<file path="src/rtl/amd_pkg.sv">
package amd_pkg;
  parameter int ADDR_W = 32;
  parameter int ATTR_W = 8;
  parameter int N_MMU  = 1;
  parameter int N_RAM  = 2;
  parameter int N_ROM  = 2;
  parameter int N_ACR  = 2;
  localparam int N_WIN    = N_MMU + N_RAM + N_ROM + N_ACR;
  localparam int IDX_W    = $clog2(N_WIN + 1);
  localparam int SRC_NONE = N_WIN;
  localparam int MMU_IDX  = 0;

  typedef struct packed {
    logic              valid;
    logic              en_inst;
    logic              en_data;
    logic [ADDR_W-1:0] base;
    logic [ADDR_W-1:0] mask;
    logic [ATTR_W-1:0] attr;
  } win_cfg_t;
endpackage

</file>
<file path="src/rtl/amd_win_regs.sv">
module amd_win_regs
  import amd_pkg::*;
(
  input  logic              clk_i,
  input  logic              rst_ni,
  input  logic              cfg_we_i,
  input  logic [IDX_W-1:0]  cfg_idx_i,
  input  win_cfg_t          cfg_win_i,
  output win_cfg_t          win_o [N_WIN],
  output logic [ATTR_W-1:0] dflt_attr_o
);
  for (genvar g = 0; g < N_WIN; g++) begin : g_win
    always_ff @(posedge clk_i or negedge rst_ni) begin
      if (!rst_ni)
        win_o[g] <= '0;
      else if (cfg_we_i && cfg_idx_i == IDX_W'(g))
        win_o[g] <= cfg_win_i;
    end
  end

  always_ff @(posedge clk_i or negedge rst_ni) begin
    if (!rst_ni)
      dflt_attr_o <= '0;
    else if (cfg_we_i && cfg_idx_i == IDX_W'(SRC_NONE))
      dflt_attr_o <= cfg_win_i.attr;
  end
endmodule

</file>
<file path="src/rtl/amd_win_match.sv">
module amd_win_match
  import amd_pkg::*;
(
  input  logic              clk_i,
  input  logic              rst_ni,
  input  win_cfg_t          win_i [N_WIN],
  input  logic [ADDR_W-1:0] addr_i,
  input  logic              is_data_i,
  input  logic              super_i,
  input  logic              mmu_present_i,
  output logic [N_WIN-1:0]  hit_o
);
  for (genvar g = 0; g < N_WIN; g++) begin : g_cmp
    logic addr_eq, kind_ok, qual_ok;
    assign addr_eq = ((addr_i ^ win_i[g].base) & win_i[g].mask) == '0;
    assign kind_ok = is_data_i ? win_i[g].en_data : win_i[g].en_inst;
    if (g == MMU_IDX) begin : g_mmu
      assign qual_ok = is_data_i && super_i && mmu_present_i;
    end else begin : g_std
      assign qual_ok = 1'b1;
    end
    assign hit_o[g] = win_i[g].valid && addr_eq && kind_ok && qual_ok;
  end

  // MMU control window only for supervisor data
  assert_mmu_win_R5: assert property (@(posedge clk_i) disable iff (!rst_ni)
    hit_o[MMU_IDX] |-> (is_data_i && super_i && mmu_present_i));
endmodule

</file>
<file path="src/rtl/amd_prio_sel.sv">
module amd_prio_sel
  import amd_pkg::*;
(
  input  logic              clk_i,
  input  logic              rst_ni,
  input  logic [N_WIN-1:0]  hit_i,
  input  win_cfg_t          win_i [N_WIN],
  input  logic [ATTR_W-1:0] dflt_attr_i,
  input  logic              special_i,
  input  logic              mmu_on_i,
  output logic              virt_o,
  output logic [IDX_W-1:0]  src_o,
  output logic [ATTR_W-1:0] attr_o
);
  logic [N_WIN-1:0]  grant;
  logic [IDX_W-1:0]  win_idx;
  logic [ATTR_W-1:0] win_attr;

  always_comb begin
    grant    = '0;
    win_idx  = IDX_W'(SRC_NONE);
    win_attr = '0;
    for (int i = N_WIN - 1; i >= 0; i--) begin
      if (hit_i[i]) begin
        grant    = '0;
        grant[i] = 1'b1;
        win_idx  = IDX_W'(i);
        win_attr = win_i[i].attr;
      end
    end
  end

  always_comb begin
    if (special_i) begin
      virt_o = 1'b0;
      src_o  = IDX_W'(SRC_NONE);
      attr_o = dflt_attr_i;
    end else if (|hit_i) begin
      virt_o = 1'b0;
      src_o  = win_idx;
      attr_o = win_attr;
    end else if (mmu_on_i) begin
      virt_o = 1'b1;
      src_o  = IDX_W'(SRC_NONE);
      attr_o = '0;
    end else begin
      virt_o = 1'b0;
      src_o  = IDX_W'(SRC_NONE);
      attr_o = dflt_attr_i;
    end
  end

  assert_grant_single_R4: assert property (@(posedge clk_i) disable iff (!rst_ni)
    $onehot0(grant) && ((|hit_i) == (|grant)));
endmodule

</file>
<file path="src/rtl/addr_mode_decoder.sv">
module addr_mode_decoder
  import amd_pkg::*;
(
  input  logic              clk_i,
  input  logic              rst_ni,
  input  logic              cfg_we_i,
  input  logic [IDX_W-1:0]  cfg_idx_i,
  input  logic              cfg_valid_i,
  input  logic              cfg_en_inst_i,
  input  logic              cfg_en_data_i,
  input  logic [ADDR_W-1:0] cfg_base_i,
  input  logic [ADDR_W-1:0] cfg_mask_i,
  input  logic [ATTR_W-1:0] cfg_attr_i,
  input  logic              mmu_present_i,
  input  logic              mmu_enable_i,
  input  logic              req_valid_i,
  input  logic [ADDR_W-1:0] addr_i,
  input  logic              is_data_i,
  input  logic              super_i,
  input  logic              special_i,
  output logic              valid_o,
  output logic              virt_o,
  output logic [IDX_W-1:0]  src_o,
  output logic [ATTR_W-1:0] attr_o
);
  win_cfg_t          cfg_win;
  win_cfg_t          win [N_WIN];
  logic [ATTR_W-1:0] dflt_attr;
  logic [N_WIN-1:0]  hit;
  logic              mmu_on;
  logic              nxt_virt;
  logic [IDX_W-1:0]  nxt_src;
  logic [ATTR_W-1:0] nxt_attr;

  assign cfg_win = '{valid: cfg_valid_i, en_inst: cfg_en_inst_i, en_data: cfg_en_data_i,
                     base: cfg_base_i, mask: cfg_mask_i, attr: cfg_attr_i};
  assign mmu_on  = mmu_present_i && mmu_enable_i;

  amd_win_regs u_regs (
    .clk_i       (clk_i),
    .rst_ni      (rst_ni),
    .cfg_we_i    (cfg_we_i),
    .cfg_idx_i   (cfg_idx_i),
    .cfg_win_i   (cfg_win),
    .win_o       (win),
    .dflt_attr_o (dflt_attr)
  );

  amd_win_match u_match (
    .clk_i         (clk_i),
    .rst_ni        (rst_ni),
    .win_i         (win),
    .addr_i        (addr_i),
    .is_data_i     (is_data_i),
    .super_i       (super_i),
    .mmu_present_i (mmu_present_i),
    .hit_o         (hit)
  );

  amd_prio_sel u_sel (
    .clk_i       (clk_i),
    .rst_ni      (rst_ni),
    .hit_i       (hit),
    .win_i       (win),
    .dflt_attr_i (dflt_attr),
    .special_i   (special_i),
    .mmu_on_i    (mmu_on),
    .virt_o      (nxt_virt),
    .src_o       (nxt_src),
    .attr_o      (nxt_attr)
  );

  always_ff @(posedge clk_i or negedge rst_ni) begin
    if (!rst_ni) begin
      valid_o <= 1'b0;
      virt_o  <= 1'b0;
      src_o   <= IDX_W'(SRC_NONE);
      attr_o  <= '0;
    end else begin
      valid_o <= req_valid_i;
      virt_o  <= nxt_virt;
      src_o   <= nxt_src;
      attr_o  <= nxt_attr;
    end
  end

  assert_special_phys_R2: assert property (@(posedge clk_i) disable iff (!rst_ni)
    special_i |-> (!nxt_virt && nxt_src == IDX_W'(SRC_NONE)));
  assert_mmu_off_phys_R3: assert property (@(posedge clk_i) disable iff (!rst_ni)
    !mmu_on |-> !nxt_virt);
  assert_virt_nohit_R7: assert property (@(posedge clk_i) disable iff (!rst_ni)
    nxt_virt |-> (hit == '0 && nxt_attr == '0));
  assert_virt_out_R7: assert property (@(posedge clk_i) disable iff (!rst_ni)
    virt_o |-> (src_o == IDX_W'(SRC_NONE) && attr_o == '0));
endmodule

</file>
<file path="config.mk">
export PLATFORM = sky130hd
export DESIGN_NAME = addr_mode_decoder
export DESIGN_NICKNAME = d
export VERILOG_FILES = /design/src/rtl/amd_pkg.sv /design/src/rtl/amd_win_regs.sv /design/src/rtl/amd_win_match.sv /design/src/rtl/amd_prio_sel.sv /design/src/rtl/addr_mode_decoder.sv
export SDC_FILE = /design/constraint.sdc
export NUM_CORES = 1
export LEC_CHECK = 0
export ABC_CLOCK_PERIOD_IN_PS = 6900
export BUFFER_PORTS_ARGS = -buffer_cell sky130_fd_sc_hd__buf_2
export CORE_AREA = 8 8 224 226
export DETAILED_ROUTE_END_ITERATION = 7
export DIE_AREA = 0 0 232 234
export PLACE_DENSITY = 0.72
export RECOVER_POWER = 25
export REMOVE_ABC_BUFFERS = 1
export SLEW_MARGIN = 30
export SYNTH_ARGS = -nofsm -noshare
export SYNTH_HDL_FRONTEND = slang
export SYNTH_SLANG_ARGS = --single-unit
export TNS_END_PERCENT = 30
</file>
<file path="constraint.sdc">
create_clock -name clk_i -period 6.9 [get_ports clk_i]
set_input_delay 0.69 -clock clk_i [delete_from_list [all_inputs] [get_ports clk_i]]
set_output_delay 0.69 -clock clk_i [all_outputs]
set_load 0.1 [all_outputs]
</file>
== Yosys cells after proc, flatten, opt, wreduce, memory -nomap -nowiden ==
Cells that the tools add are included.
Storage, ports and cells
  flip-flop bits (word level): 546
  latch bits: 0
  memory bits (writable): 0
  memory bits (read-only): 0
  input bits: 119
  output and inout port bits: 13
  memories kept: 0
Cells by class
  $add $sub $neg: 0
  multipliers: 0
  div/mod/pow operators: 0
  $lt $le $gt $ge: 0
  eq/ne operators: 7
  shift operators: 0
  muxes and demuxes: 29
  bitwise logic cells: 14
  reductions and logical operators: 35
Operators with widths (count)
  $and 32x32->32: 7
  $logic_not 32->1: 7
  $xor 32x32->32: 7
  $mux 8: 10
  $logic_and 1x1->1: 26
  $mux 3: 6
  $eq 3x3->1 const B: 4
  $mux 1: 11
  $reduce_or 7->1: 1
  $eq 3x2->1 const B: 2
  $mux 2: 2
  $eq 3x1->1 const B: 1
  $logic_not 3->1: 1

== Longest topological paths before layout ==
  depth after elaboration: 14
  gate-level depth with buffers: 11
  mapped depth without buffers: 8

== Modules after synthesis ==
A second synthesis with hierarchy kept.
Second synthesis, totals
  cells, all modules: 1655
  area total of the unflattened synthesis: 24420.9 um2
Modules (own cells, without submodules)
  amd_win_regs: instances 1, cells each 1130, area an instance 19835.3 um2, seq. area each 13337.8 um2
  amd_win_match: instances 1, cells each 409, area an instance 3560.9 um2, seq. area each 0.0 um2
  amd_prio_sel: instances 1, cells each 102, area an instance 689.4 um2, seq. area each 0.0 um2
  addr_mode_decoder: instances 1, cells each 14, area an instance 335.3 um2, seq. area each 329.1 um2

== Worst setup path after synthesis ==
Ideal clock, no wire load.
  path type: input to register
  start point: input addr_i[13]
  end point: register attr_o[5]
  data arrival time: 2.622 ns
  path slack: 4.214 ns
  stages: 9
  buffers on the path: 1
  cells stage by stage: buf_2 xor2_1 a211oi_2 nand3_1 or3_1 a211o_1 o211a_1 o311ai_1 a21o_1
On the way
  cells in the longest elaborated chain, start to end: 14
  elaborated cells between the ends (all ways): 46
RTL lines
  start, declared: RTL line addr_mode_decoder.sv:17  | input logic [ADDR_W-1:0] addr_i,
  $xor 32x32->32: RTL line amd_win_match.sv:15  | assign addr_eq = ((addr_i ^ win_i[g].base) & win_i[g].mask) == '0;
  $and 32x32->32: RTL line amd_win_match.sv:15
  $logic_not 32->1: RTL line amd_win_match.sv:15
  $logic_and 1x1->1 (2 in a row): RTL line amd_win_match.sv:22  | assign hit_o[g] = win_i[g].valid && addr_eq && kind_ok && qual_ok;
  $mux 8 (7 in a row): RTL line amd_prio_sel.sv:24  | if (hit_i[i]) begin
  $mux 8 *: RTL line amd_prio_sel.sv:38  | end else if (|hit_i) begin
  $mux 8 *: RTL line amd_prio_sel.sv:34  | if (special_i) begin
  named net nxt_attr[5]: RTL line addr_mode_decoder.sv:33  | logic [ATTR_W-1:0] nxt_attr;
  end signal, assigned: RTL line addr_mode_decoder.sv:83  | attr_o <= nxt_attr;
  end, declared: RTL line addr_mode_decoder.sv:24  | output logic [ATTR_W-1:0] attr_o
The timed path passes the listed nets; every way through them passes the cells marked *.
A chain may end at the register's enable or synchronous reset.

==> results.py <==
metrics = {
    "synthesis": {
        "synth_seq_cells": 545,
        "ys_types": 53,
        "yosys_warnings": 0,
        "synth_area_um2": 25310,
        "netlist.area_leader.share_pct": 53.58,
        "synthTopCellsByCount": "542 x dfrtp_1, 518 x mux2_2, 224 x xor2_1",
        "yosysTopAreaCell": "dfrtp_1",
        "synthesis.instances": 1892,
        "post-synth-top-count-cell": "dfrtp_1",
        "synth.avg_cell_area_um2": 13.38,
        "seq_area_frac_synth_pct": 53.90,
        "synth_edf_count": 0,
        "synth_top_flop_cell": "dfrtp_1",
        "synthTopCellsByArea": "dfrtp_1 54%, mux2_2 23%, xor2_1 7.8%",
        "ys_async_sr_fraction_pct": 100.0,
    },
    "clock_tree": {
        "clk_latency_ns": 0.62,
        "cts_resized": 0,
        "cts_made_buffers": 58,
        "cts_buffer_depth": 3,
        "clock_sinks": 545,
        "post_cts_buffers": 0,
        "cts.clk_slew.worst_paths_ns": 0.05,
        "cts_tree": "built",
        "root_buffer": "clkbuf_16",
        "htree_levels": 2,
    },
    "layout": {
        "multi_input_comb_area_um2": 11090,
        "drive_gt1_share_pct": 38.28,
        "syn_to_final_growth_pct": 12.10,
        "seqCellArea_um2": 13640,
        "fin_nets": 2125,
        "num-fill-cells": 3725,
    },
    "sta": {
        "final.min_clock_period_ns": 4.014,
        "tns_ns": 0,
        "max_slew_margin_pct": -119.6,
        "setup_slack_ns": 2.886,
        "rsz0062_at_grt": "false",
        "hold_viol_final": 0,
        "worstMarginPinSlew_ns": 3.294,
        "clock_skew_ns": 0.01293,
        "fmax_ghz": 0.2491,
        "setup_viol_count_final": 0,
        "fin_crit_sh_pct": 58.18,
        "finalHoldWorstSlack_ns": 0.1811,
        "drv_slew": 214,
    },
    "global_route": {
        "grt_max_degree": 166,
        "grtUsageTotal_pct": 30.09,
        "grt_overflow": 0,
        "grt_pass1_wl_um": 119700,
        "grt_antenna_before_repair": 4,
        "grt_pass1_vias": 17261,
    },
    "power": {
        "vdd_drop_max_mv": 0.2135,
        "p_per_area_nw_per_um2": 349.4,
        "p_leak_nw": 12.40,
    },
    "routing": {
        "drt_iter0_markers": 1802,
        "ant_nets": 0,
        "vias_per_cell": 6.371,
        "wl_um": 81160,
        "drc": 0,
        "via_count": 16978,
        "drtPass1Iterations": 8,
        "drt-wirelength-per-cell_um": 30.45,
    },
    "critical_path": {
        "ff2ff_setup_slack_ns": 3.55,
        "reg2regPathDepth": 8,
        "arrival_ns": 4.68,
        "startpoint_type": "primary input",
        "critPathMaxFanout": 81,
        "endpoint_kind": "async pin",
        "required_ns": 7.57,
        "crit_type": "in2async",
    },
    "worst_hold_path": {
        "worst_hold_path.num_cells": 1,
        "min_path_type": "in2reg",
    },
    "floorplan": {
        "die_y_um": 234,
        "dieWidth_um": 232,
        "start_util_pct": 54.03,
        "rows": 80,
        "boundaryPins": 132,
        "design.core.area_um2": 46840,
        "dieArea_um2": 54290,
    },
    "outcome": {
        "violations": "capacitance limit, slew limit",
        "status": "finished, violations left",
    },
    "placed_design": {
        "gp_congestion": 1.037,
        "hpwl_um": 59710,
        "portBuffers": 131,
        "place_ws_ns": 3.128,
    },
    "job": {
        "cap_violations": 6,
    },
}
## final timing paths
check,from,to
max,rst_ni,u_regs.win_o[463]
min,req_valid_i,valid_o
max reg2reg,u_regs.win_o[210],attr_o[7]
min reg2reg,u_regs.win_o[149],u_regs.win_o[149]
max in group clk_i,cfg_idx_i[0],u_regs.win_o[57]
min in group asynchronous,rst_ni,u_regs.win_o[355]
## routing by layer
layer / GRT usage, % / share of wire, % / up-vias
met5: 0 / 0.016 / -
met2: 46.00 / 45 / 728
met4: 12.73 / 5.0 / 2
met3: 7.209 / 8.2 / 169
met1: 40.89 / 42 / 8895
li1: - / - / 7184
## power by group
part           leakage (nW)  switching (W)  internal, W  total [W]
clock                 0.939        0.00129      0.00181    0.00310
combinational          4.92        0.00141     0.000965    0.00238
sequential             6.54       0.000535      0.00390    0.00443
total                  12.4        0.00324      0.00667    0.00992
## logic make-up (layout without fill, tap and decap cells)
family | count (synthesis) | after routing | share of synthesized area (%)
other | 0 | 2 | 0
XOR/XNOR | 224 | 224 | 7.751
flip-flops | 545 | 545 | 53.90
buffers and inverters | 130 | 286 | 2.343
AND/OR/NAND/NOR | 196 | 196 | 4.221
multiplexers | 531 | 531 | 23.56
AO/OA/AOI/OAI | 266 | 266 | 8.230
## layout by cell type (no fill, tap or decap), types with 11 or more instances in the layout
cell type	n
o21ai_0	20
a22oi_1	171
xor2_1	224
nor2_1	12
dfrtp_1	542
clkbuf_1	20
a222oi_1	11
nor3_1	11
mux2i_1	13
clkbuf_8	16
mux2_2	518
inv_1	32
nand2_1	57
clkbuf_16	61
buf_2	128
nand4_1	48
nand3_1	22
## through the flow
step	utilization, %	instance area (um^2)	power [W]	cells
finish	60.57	28370	0.009915	2665
global route	60.56	28370	0.01025	2663
CTS	60.58	28380	0.009873	2662
detailed placement	56.53	26480	0.006779	2559
global placement	56.47	26450	0.006700	2558
floorplan	-	24840	0.005724	1794
## critical path, stage by stage
cell           delay [ns]
dlygate4sd3_1        0.52
clkbuf_1             2.31
buf_16               0.35
buf_4                0.65
## layout make-up
class / instances / share of cell area (%)
Tap cell: 615 / 2.712
Inverter: 32 / 0.4233
Clock inverter: 13 / 0.3396
Antenna cell: 2 / 0.01764
Multi-Input combinational cell: 1217 / 39.07
Clock buffer: 89 / 6.315
Sequential cell: 545 / 48.08
Timing Repair Buffer: 152 / 3.038
## sequential cells by signal, indices dropped and copies added, names as in the netlist
register            cells
virt_o                  1
attr_o                  8
valid_o                 1
u_regs.dflt_attr_o      8
u_regs.win_o          524
src_o                   3
## what timing repair did
action,4_1_cts,5_1_grt
hold buffers,1,0
endpoints found under the setup margin,0,0
endpoints found under the hold margin,5,0
(Power assumes the default switching activity.)
